**src/rtl/dbuf_pkg.sv**
```systemverilog
package dbuf_pkg;
    localparam int unsigned BYTE_W = 8;
    localparam int unsigned WORD_W = 2 * BYTE_W;
    localparam int unsigned SYNC_STAGES = 2;

    typedef enum logic {
        SHIFT_TO_MSB = 1'b0,
        SHIFT_TO_LSB = 1'b1
    } shift_dir_e;

    typedef struct packed {
        logic              cs_n;
        logic              load;
        logic              clear;
        logic              byte_mode;
        logic              hi_en;
        logic              lo_en;
        logic [BYTE_W-1:0] bus;
    } pins_t;

    localparam int unsigned PINS_W = $bits(pins_t);
    localparam logic [PINS_W-1:0] PINS_IDLE = {1'b1, {(PINS_W-1){1'b0}}};
endpackage

```
**src/rtl/dbuf_sync.sv**
```systemverilog
module dbuf_sync #(
    parameter int unsigned W       = 4,
    parameter int unsigned STAGES  = 2,
    parameter logic [W-1:0] RST_VAL = '0
) (
    input  logic         clk,
    input  logic         rst_n,
    input  logic [W-1:0] d_i,
    output logic [W-1:0] q_o
);
    logic [W-1:0] stg_d [STAGES];
    logic [W-1:0] stg_q [STAGES];

    always_comb begin
        stg_d[0] = d_i;
        for (int i = 1; i < STAGES; i++) begin
            stg_d[i] = stg_q[i-1];
        end
    end

    always_ff @(posedge clk or negedge rst_n) begin
        if (!rst_n) begin
            for (int i = 0; i < STAGES; i++) begin
                stg_q[i] <= RST_VAL;
            end
        end else begin
            for (int i = 0; i < STAGES; i++) begin
                stg_q[i] <= stg_d[i];
            end
        end
    end

    assign q_o = stg_q[STAGES-1];
endmodule

```
**src/rtl/dbuf_rank.sv**
```systemverilog
module dbuf_rank
    import dbuf_pkg::*;
#(
    parameter int unsigned BW = BYTE_W
) (
    input  logic            clk,
    input  logic            rst_n,
    input  logic            cs_n_s,
    input  logic            byte_mode_s,
    input  logic            hi_en_s,
    input  logic            lo_en_s,
    input  logic [BW-1:0]   bus_s,
    output logic [2*BW-1:0] rank_o,
    output logic            sout_o
);
    localparam int unsigned WW    = 2 * BW;
    localparam int unsigned LANES = 2;

    typedef struct packed {
        logic          cs_prev;
        logic [WW-1:0] rank;
        logic          sout;
    } rank_st_t;

    rank_st_t   d, q;
    logic       stb;
    logic [LANES-1:0] lane_en;
    shift_dir_e dir;

    assign stb     = cs_n_s & ~q.cs_prev;
    assign lane_en = {hi_en_s, lo_en_s};
    assign dir     = shift_dir_e'(bus_s[1]);

    always_comb begin
        d         = q;
        d.cs_prev = cs_n_s;
        if (stb) begin
            if (!byte_mode_s) begin
                if (dir == SHIFT_TO_LSB) begin
                    d.sout = q.rank[0];
                    d.rank = {bus_s[0], q.rank[WW-1:1]};
                end else begin
                    d.sout = q.rank[WW-1];
                    d.rank = {q.rank[WW-2:0], bus_s[0]};
                end
            end else begin
                for (int l = 0; l < LANES; l++) begin
                    if (lane_en[l]) begin
                        d.rank[l*BW +: BW] = bus_s;
                    end
                end
            end
        end
    end

    always_ff @(posedge clk or negedge rst_n) begin
        if (!rst_n) begin
            q.cs_prev <= 1'b1;
            q.rank    <= '0;
            q.sout    <= 1'b0;
        end else begin
            q <= d;
        end
    end

    assign rank_o = q.rank;
    assign sout_o = q.sout;


    msb_shift_chk: assert property (@(posedge clk) disable iff (!rst_n)
        (stb && !byte_mode_s && !bus_s[1]) |=>
        (rank_o == {$past(rank_o[WW-2:0]), $past(bus_s[0])}));


    lsb_shift_chk: assert property (@(posedge clk) disable iff (!rst_n)
        (stb && !byte_mode_s && bus_s[1]) |=>
        (rank_o == {$past(bus_s[0]), $past(rank_o[WW-1:1])}));


    sout_hold_chk: assert property (@(posedge clk) disable iff (!rst_n)
        !stb |=> $stable(sout_o));


    byte_hi_chk: assert property (@(posedge clk) disable iff (!rst_n)
        (stb && byte_mode_s && hi_en_s) |=> (rank_o[WW-1:BW] == $past(bus_s)));


    rank_idle_chk: assert property (@(posedge clk) disable iff (!rst_n)
        !stb |=> $stable(rank_o));
endmodule

```
**src/rtl/dbuf_dacreg.sv**
```systemverilog
module dbuf_dacreg #(
    parameter int unsigned WW = 16
) (
    input  logic          clk,
    input  logic          rst_n,
    input  logic          load_s,
    input  logic          clear_s,
    input  logic          lo_en_s,
    input  logic [WW-1:0] rank_i,
    output logic [WW-1:0] code_o
);
    localparam logic [WW-1:0] UNI_ZERO = '0;
    localparam logic [WW-1:0] BIP_ZERO = {1'b1, {(WW-1){1'b0}}};

    typedef struct packed {
        logic [WW-1:0] code;
    } dac_st_t;

    dac_st_t d, q;

    always_comb begin
        d = q;
        if (clear_s) begin
            d.code = lo_en_s ? BIP_ZERO : UNI_ZERO;
        end else if (load_s) begin
            d.code = rank_i;
        end
    end

    always_ff @(posedge clk or negedge rst_n) begin
        if (!rst_n) begin
            q.code <= '0;
        end else begin
            q <= d;
        end
    end

    assign code_o = q.code;


    clr_uni_chk: assert property (@(posedge clk) disable iff (!rst_n)
        (clear_s && !lo_en_s) |=> (code_o == '0));


    clr_bip_chk: assert property (@(posedge clk) disable iff (!rst_n)
        (clear_s && lo_en_s) |=> (code_o[WW-1] && code_o[WW-2:0] == '0));


    clr_over_load_chk: assert property (@(posedge clk) disable iff (!rst_n)
        (clear_s && load_s) |=> ($countones(code_o) <= 1 && code_o[WW-2:0] == '0));


    follow_chk: assert property (@(posedge clk) disable iff (!rst_n)
        (load_s && !clear_s) |=> (code_o == $past(rank_i)));


    hold_chk: assert property (@(posedge clk) disable iff (!rst_n)
        (!load_s && !clear_s) |=> $stable(code_o));
endmodule

```
**src/rtl/dbuf_dac_front.sv**
```systemverilog
module dbuf_dac_front
    import dbuf_pkg::*;
(
    input  logic              clk,
    input  logic              rst_n,
    input  logic              byte_mode_i,
    input  logic [BYTE_W-1:0] bus_i,
    input  logic              cs_n_i,
    input  logic              hi_en_i,
    input  logic              lo_en_i,
    input  logic              load_i,
    input  logic              clear_i,
    output logic              sout_o,
    output logic [WORD_W-1:0] code_o
);
    pins_t raw, syn;
    logic [PINS_W-1:0] raw_vec, syn_vec;
    logic [WORD_W-1:0] rank;

    always_comb begin
        raw.cs_n      = cs_n_i;
        raw.load      = load_i;
        raw.clear     = clear_i;
        raw.byte_mode = byte_mode_i;
        raw.hi_en     = hi_en_i;
        raw.lo_en     = lo_en_i;
        raw.bus       = bus_i;
    end

    assign raw_vec = raw;
    assign syn     = pins_t'(syn_vec);

    dbuf_sync #(
        .W      (PINS_W),
        .STAGES (SYNC_STAGES),
        .RST_VAL(PINS_IDLE)
    ) u_sync (
        .clk  (clk),
        .rst_n(rst_n),
        .d_i  (raw_vec),
        .q_o  (syn_vec)
    );

    dbuf_rank #(.BW(BYTE_W)) u_rank (
        .clk        (clk),
        .rst_n      (rst_n),
        .cs_n_s     (syn.cs_n),
        .byte_mode_s(syn.byte_mode),
        .hi_en_s    (syn.hi_en),
        .lo_en_s    (syn.lo_en),
        .bus_s      (syn.bus),
        .rank_o     (rank),
        .sout_o     (sout_o)
    );

    dbuf_dacreg #(.WW(WORD_W)) u_dac (
        .clk    (clk),
        .rst_n  (rst_n),
        .load_s (syn.load),
        .clear_s(syn.clear),
        .lo_en_s(syn.lo_en),
        .rank_i (rank),
        .code_o (code_o)
    );
endmodule

```
**config.mk**
```make
export PLATFORM = sky130hd
export DESIGN_NAME = dbuf_dac_front
export DESIGN_NICKNAME = d
export VERILOG_FILES = /design/src/rtl/dbuf_pkg.sv /design/src/rtl/dbuf_sync.sv /design/src/rtl/dbuf_rank.sv /design/src/rtl/dbuf_dacreg.sv /design/src/rtl/dbuf_dac_front.sv
export SDC_FILE = /design/constraint.sdc
export NUM_CORES = 1
export LEC_CHECK = 0
export ABC_AREA = 0
export CAP_MARGIN = 15
export CELL_PAD_IN_SITES_DETAIL_PLACEMENT = 1
export CELL_PAD_IN_SITES_GLOBAL_PLACEMENT = 1
export CORE_MARGIN = 4
export CORE_UTILIZATION = 45
export CTS_CLUSTER_SIZE = 40
export DETAILED_ROUTE_END_ITERATION = 6
export HOLD_SLACK_MARGIN = 0.03
export PLACE_DENSITY = 0.8
export SETUP_SLACK_MARGIN = 0.2
export SYNTH_ARGS = -nofsm -noshare
export SYNTH_HDL_FRONTEND = slang
export SYNTH_SLANG_ARGS = --single-unit
```
**constraint.sdc**
```tcl
create_clock -name clk -period 2.7 [get_ports clk]
set_input_delay 0.405 -clock clk [delete_from_list [all_inputs] [get_ports clk]]
set_output_delay 0.405 -clock clk [all_outputs]
set_load 0.03 [all_outputs]
```
# Yosys cells after proc, flatten, opt, wreduce, memory -nomap -nowiden
# Cells that the tools add are included.
dict set report totals {
  in_bits 16
  regBits 62
  output_inout_bits 17
  word_cells 23
}
dict set report classes {
  muxes 7
  bitwise_logic 3
  n_eq_ne 2
  n_reduce_logical 4
}
# cell count
set op_table {}
lappend op_table {{16-bit two-way mux} 4}
lappend op_table {{17-bit two-way mux} 1}
lappend op_table {{8-bit two-way mux} 2}
lappend op_table {{2-bit AND reduction} 3}
lappend op_table {{2-bit inequality test, second input constant} 2}
lappend op_table {{1-bit inverter} 2}
lappend op_table {{2-bit nonzero test} 1}
lappend op_table {{1-bit bitwise AND} 1}

# Depth between registers and ports, before layout
dict set report depth {
  depth_word 3
  ltp_mapped 5
  ltp_nobuf 3
}

# Cells and area by module
# A second synthesis with hierarchy kept.
dict set report hier_totals {
  cells_unflattened 203
  area_unflattened_um2 2587.5
}
# module cells_per_inst instances area_each_um2 seq_area_each_um2
set by_module_without_submodules {}
lappend by_module_without_submodules {dbuf_rank 122 1 1218.7 451.7}
lappend by_module_without_submodules {dbuf_sync 28 1 703.2 703.2}
lappend by_module_without_submodules {dbuf_dacreg 53 1 665.6 400.4}

# Worst setup path before layout
# Ideal clock, no wire load.
dict set report synth_path {
  kind {register -> register}
  startpoint {register u_sync.stg_q, in the netlist u_sync.q_o[13]}
  endpoint {register, netlist name u_rank.rank_o[15]}
  arrival_time_ns 1.274
  period_less_slack_ns 1.366
  setup_ns 0.092
  required_ns 2.608
  stages_incl_launch_ff 6
  path_slack_ns 1.334
  n_path_buf 2
  path_cell_list {dfstp_2 -> nand2b_4 -> buf_6 -> or2_1 -> buf_6 -> o31ai_2}
}
dict set report synth_between {
  elab_chain_len 2
}
# element line_no
set synth_lines {}
lappend synth_lines {{start: declaration} dbuf_sync.sv:12} ;# logic [W-1:0] stg_q [STAGES];
lappend synth_lines {{start signal: indexed assignment} dbuf_sync.sv:28} ;# stg_q[i] <= stg_d[i];
lappend synth_lines {{1-bit bitwise AND} dbuf_rank.sv:30} ;# assign stb = cs_n_s & ~q.cs_prev;
lappend synth_lines {{2-bit AND reduction (no source line)} --}
# No other way between the ends.
# A chain may end at the register's enable or synchronous reset.

# Worst setup path after layout
dict set report layout_path {
  startpoint {register u_dac.q, in the netlist u_dac.code_o[7]}
  endpoint {output code_o[7]}
}
# element line_no
set layout_rtl {}
lappend layout_rtl {{start: declaration} dbuf_dacreg.sv:19} ;# dac_st_t d, q;
lappend layout_rtl {{end: declaration} dbuf_dac_front.sv:14} ;# output logic [WORD_W-1:0] code_o
# No word-level cell between the ends.

==> flow_metrics.py <==
metrics = {
    "outcome": {
        "outcome": "completed",
    },
    "sta": {
        "maxSlewViolCount": 0,
        "tightest_slew_ns": 0.877,
        "tns_ns": 0,
        "hold_violations": 0,
        "fmax_ghz": 0.562,
        "period_needed_ns": 1.78,
        "fin_crit_sh_pct": 65.9,
        "timing.hold.ws_ns": 0.349,
        "rsz0062_at_grt": "no",
        "setup_viol": 0,
        "max_slew_margin_pct": 41.5,
        "worst_clock_skew_ns": 0.00503,
    },
    "setup_path": {
        "cp-end-kind": "output port",
        "cp_top_family": "buffers and inverters",
        "crit_fanout": 2,
        "rr_worst_depth": 3,
        "crit_arrival_ns": 1.37,
        "crit_path_top_delay_cell": "clkdlybuf4s50_1",
        "cp_cell_sequence": "clkdlybuf4s50_1",
        "path_buf_inv": 1,
        "criticalPathCategory": "register to output port",
        "cp.required_ns": 2.30,
        "path_depth": 1,
        "worst_setup_path_start_kind": "register",
        "slowest_delay_ns": 0.68,
    },
    "cts": {
        "cts.sinks": 62,
        "clk_path_buf_depth": 2,
        "htreeDepth": 3,
        "clkSlewWorstSetupHoldPaths_ns": 0.07,
        "clk_latency_ns": 0.33,
        "numCtsBuffers": 9,
        "cts_resized": 0,
        "ctsRootBufferMaster": "clkbuf_8",
        "cts_tree": "yes",
    },
    "logic_synthesis": {
        "synth.net_count": 204,
        "ys_ff_latch": 62,
        "synthAdderAreaFrac_pct": 0,
        "synth_simple_gate_area_share_pct": 9.84,
        "synth_common_cells": "59 x dfrtp_1, 19 x mux2i_1, 19 x nor2b_1",
        "synthMostInstantiatedCell": "dfrtp_1",
        "ys_types": 24,
        "async_flop_share_pct": 100,
        "ys.warnings.count": 0,
        "synthMuxAreaShare_pct": 8.16,
        "synth-main-ff-cell": "dfrtp_1",
        "synth_area_mm2": 0.00247,
        "synth-edff-count": 0,
        "synthTopCellsByArea": "dfrtp_1 60%, mux2i_1 7.7%, o31ai_2 6.1%, nor2b_1 4.8%, a211oi_1 3.7%",
        "synth_top_area_share_pct": 59.8,
        "syn_inst": 188,
        "synth_compound_area_share_pct": 15.3,
        "avgSynthCellArea_um2": 13.1,
        "ys_seq_area_share_pct": 63.0,
        "synth_top_family_by_area": "compound AO/OA/AOI/OAI gates",
        "synth-xor-area-share_pct": 0,
        "synth_area_leader_cell": "dfrtp_1",
    },
    "global_routing": {
        "antenna_found_initial": 0,
        "grt_usage_pct": 18.3,
        "grt_max_degree": 28,
        "first_global_vias": 1725,
        "grt_overflow": 0,
        "grt_pass1_wl_mm": 9.05,
    },
    "routing": {
        "wl_per_cell_um": 17.9,
        "via_count": 1559,
        "drc_errors": 0,
        "routed_via_density": 5.25,
        "wl_mm": 5.31,
        "postRouteAntennaNets": 0,
        "drtPass1Iterations": 4,
        "drt-initial-drc-count": 143,
    },
    "finish": {
        "nNetsFinal": 238,
        "drive_gt1_share_pct": 16.3,
        "fill_cells": 522,
        "stdcell_area_mm2": 0.00306,
        "n_antenna_cell": 0,
        "final_util_pct": 58.8,
        "seq_area_mm2": 0.00156,
        "area_delta_synth_final_pct": 24.0,
        "multi_input_area_um2": 821,
    },
    "floorplanning": {
        "fp.dieArea_mm2": 0.00673,
        "row_count": 26,
        "fp.dieW_um": 82.0,
        "start_util_pct": 47.4,
        "io_pins": 33,
        "fp.coreArea_mm2": 0.00520,
        "die_y_um": 82.0,
    },
    "placed_design": {
        "place_congestion": 0.770,
        "place_hpwl_mm": 3.58,
        "place_area_mm2": 0.00281,
        "io_buffers": 32,
    },
    "power_and_ir_drop": {
        "leakagePower_nw": 1.33,
        "vdd_ir_drop_max_uv": 433,
        "p_per_area_mw_per_mm2": 797,
        "power_mw": 2.44,
    },
    "flow_run": {
        "drv_cap": 0,
    },
    "worst_hold_path": {
        "hold_depth": 0,
        "min_path_type": "register to register",
    },
}
[flip-flops by register name (all words and copies together) (netlist names)]
signal,cells
u_sync.stg_d,14
u_rank.rank_o,16
u_rank.sout_o,1
u_sync.q_o,14
u_dac.code_o,16
u_rank.q,1
[metrics by stage]
step,instances,worst slack (ns)
2_1_floorplan,188,1.33
3_3_place_gp,280,1.17
3_5_place_dp,280,1.07
4_1_cts,297,0.901
5_1_grt,297,0.875
6_report,297,0.921
[where the power goes]
group,internal [mW],switching (mW)
clock network,0.638,0.342
registers,1.02,0.0937
logic,0.159,0.183
[area by class of cell]
class | count | area share [%]
flip-flops and latches | 62 | 50.8
multi-input cells | 112 | 26.8
repair buffers | 37 | 11.6
clock buffers | 12 | 4.74
clock inverters | 4 | 3.11
well taps | 70 | 2.86
[layout by cell type (no fill, tap or decap), types with 5 or more instances in the layout]
master	synthesis	layout
dfrtp_1	59	59
clkdlybuf4s50_1	0	31
mux2i_1	19	19
nor2b_1	19	19
o21ai_0	17	17
nor2_1	16	16
a211oi_1	12	12
o31ai_2	12	12
clkbuf_8	0	10
o21ai_1	5	5
[metal layers]
layer	track usage, %	share of wire (%)
met2	28.8	48
met3	3.62	3.3
met1	24.4	47
met4	8.14	1.8
met5	0	0
[path summary, 6_finish.rpt]
| kind | from | end | slack [ns] |
|---|---|---|---|
| setup reg to reg | u_sync.q_o[10] | u_rank.rank_o[9] | 0.98 |
| hold reg to reg | u_sync.stg_d[0] | u_sync.q_o[0] | 0.35 |
| hold / removal | u_sync.stg_d[0] | u_sync.q_o[0] | 0.35 |
| max in group asynchronous | rst_n | u_sync.stg_d[7] | 1.48 |
| setup / recovery | u_dac.code_o[7] | code_o[7] | 0.92 |
| min in group asynchronous | rst_n | u_rank.rank_o[0] | 0.53 |
[what timing repair did]
| action | 4_1_cts | 5_1_grt |
|---|---|---|
| hold buffers | 1 | 0 |
| setup buffers | 0 | 0 |
| endpoints found under the hold margin | 13 | 0 |
[cells by family after synthesis]
| logic type | Yosys count |
|---|---|
| and+or+nand+nor | 42 |
| muxes | 20 |
| buffers and inverters | 14 |
| AOI/OAI and AO/OA | 50 |
| DFF | 62 |
Note: power is estimated with default switching activity, not from simulation.
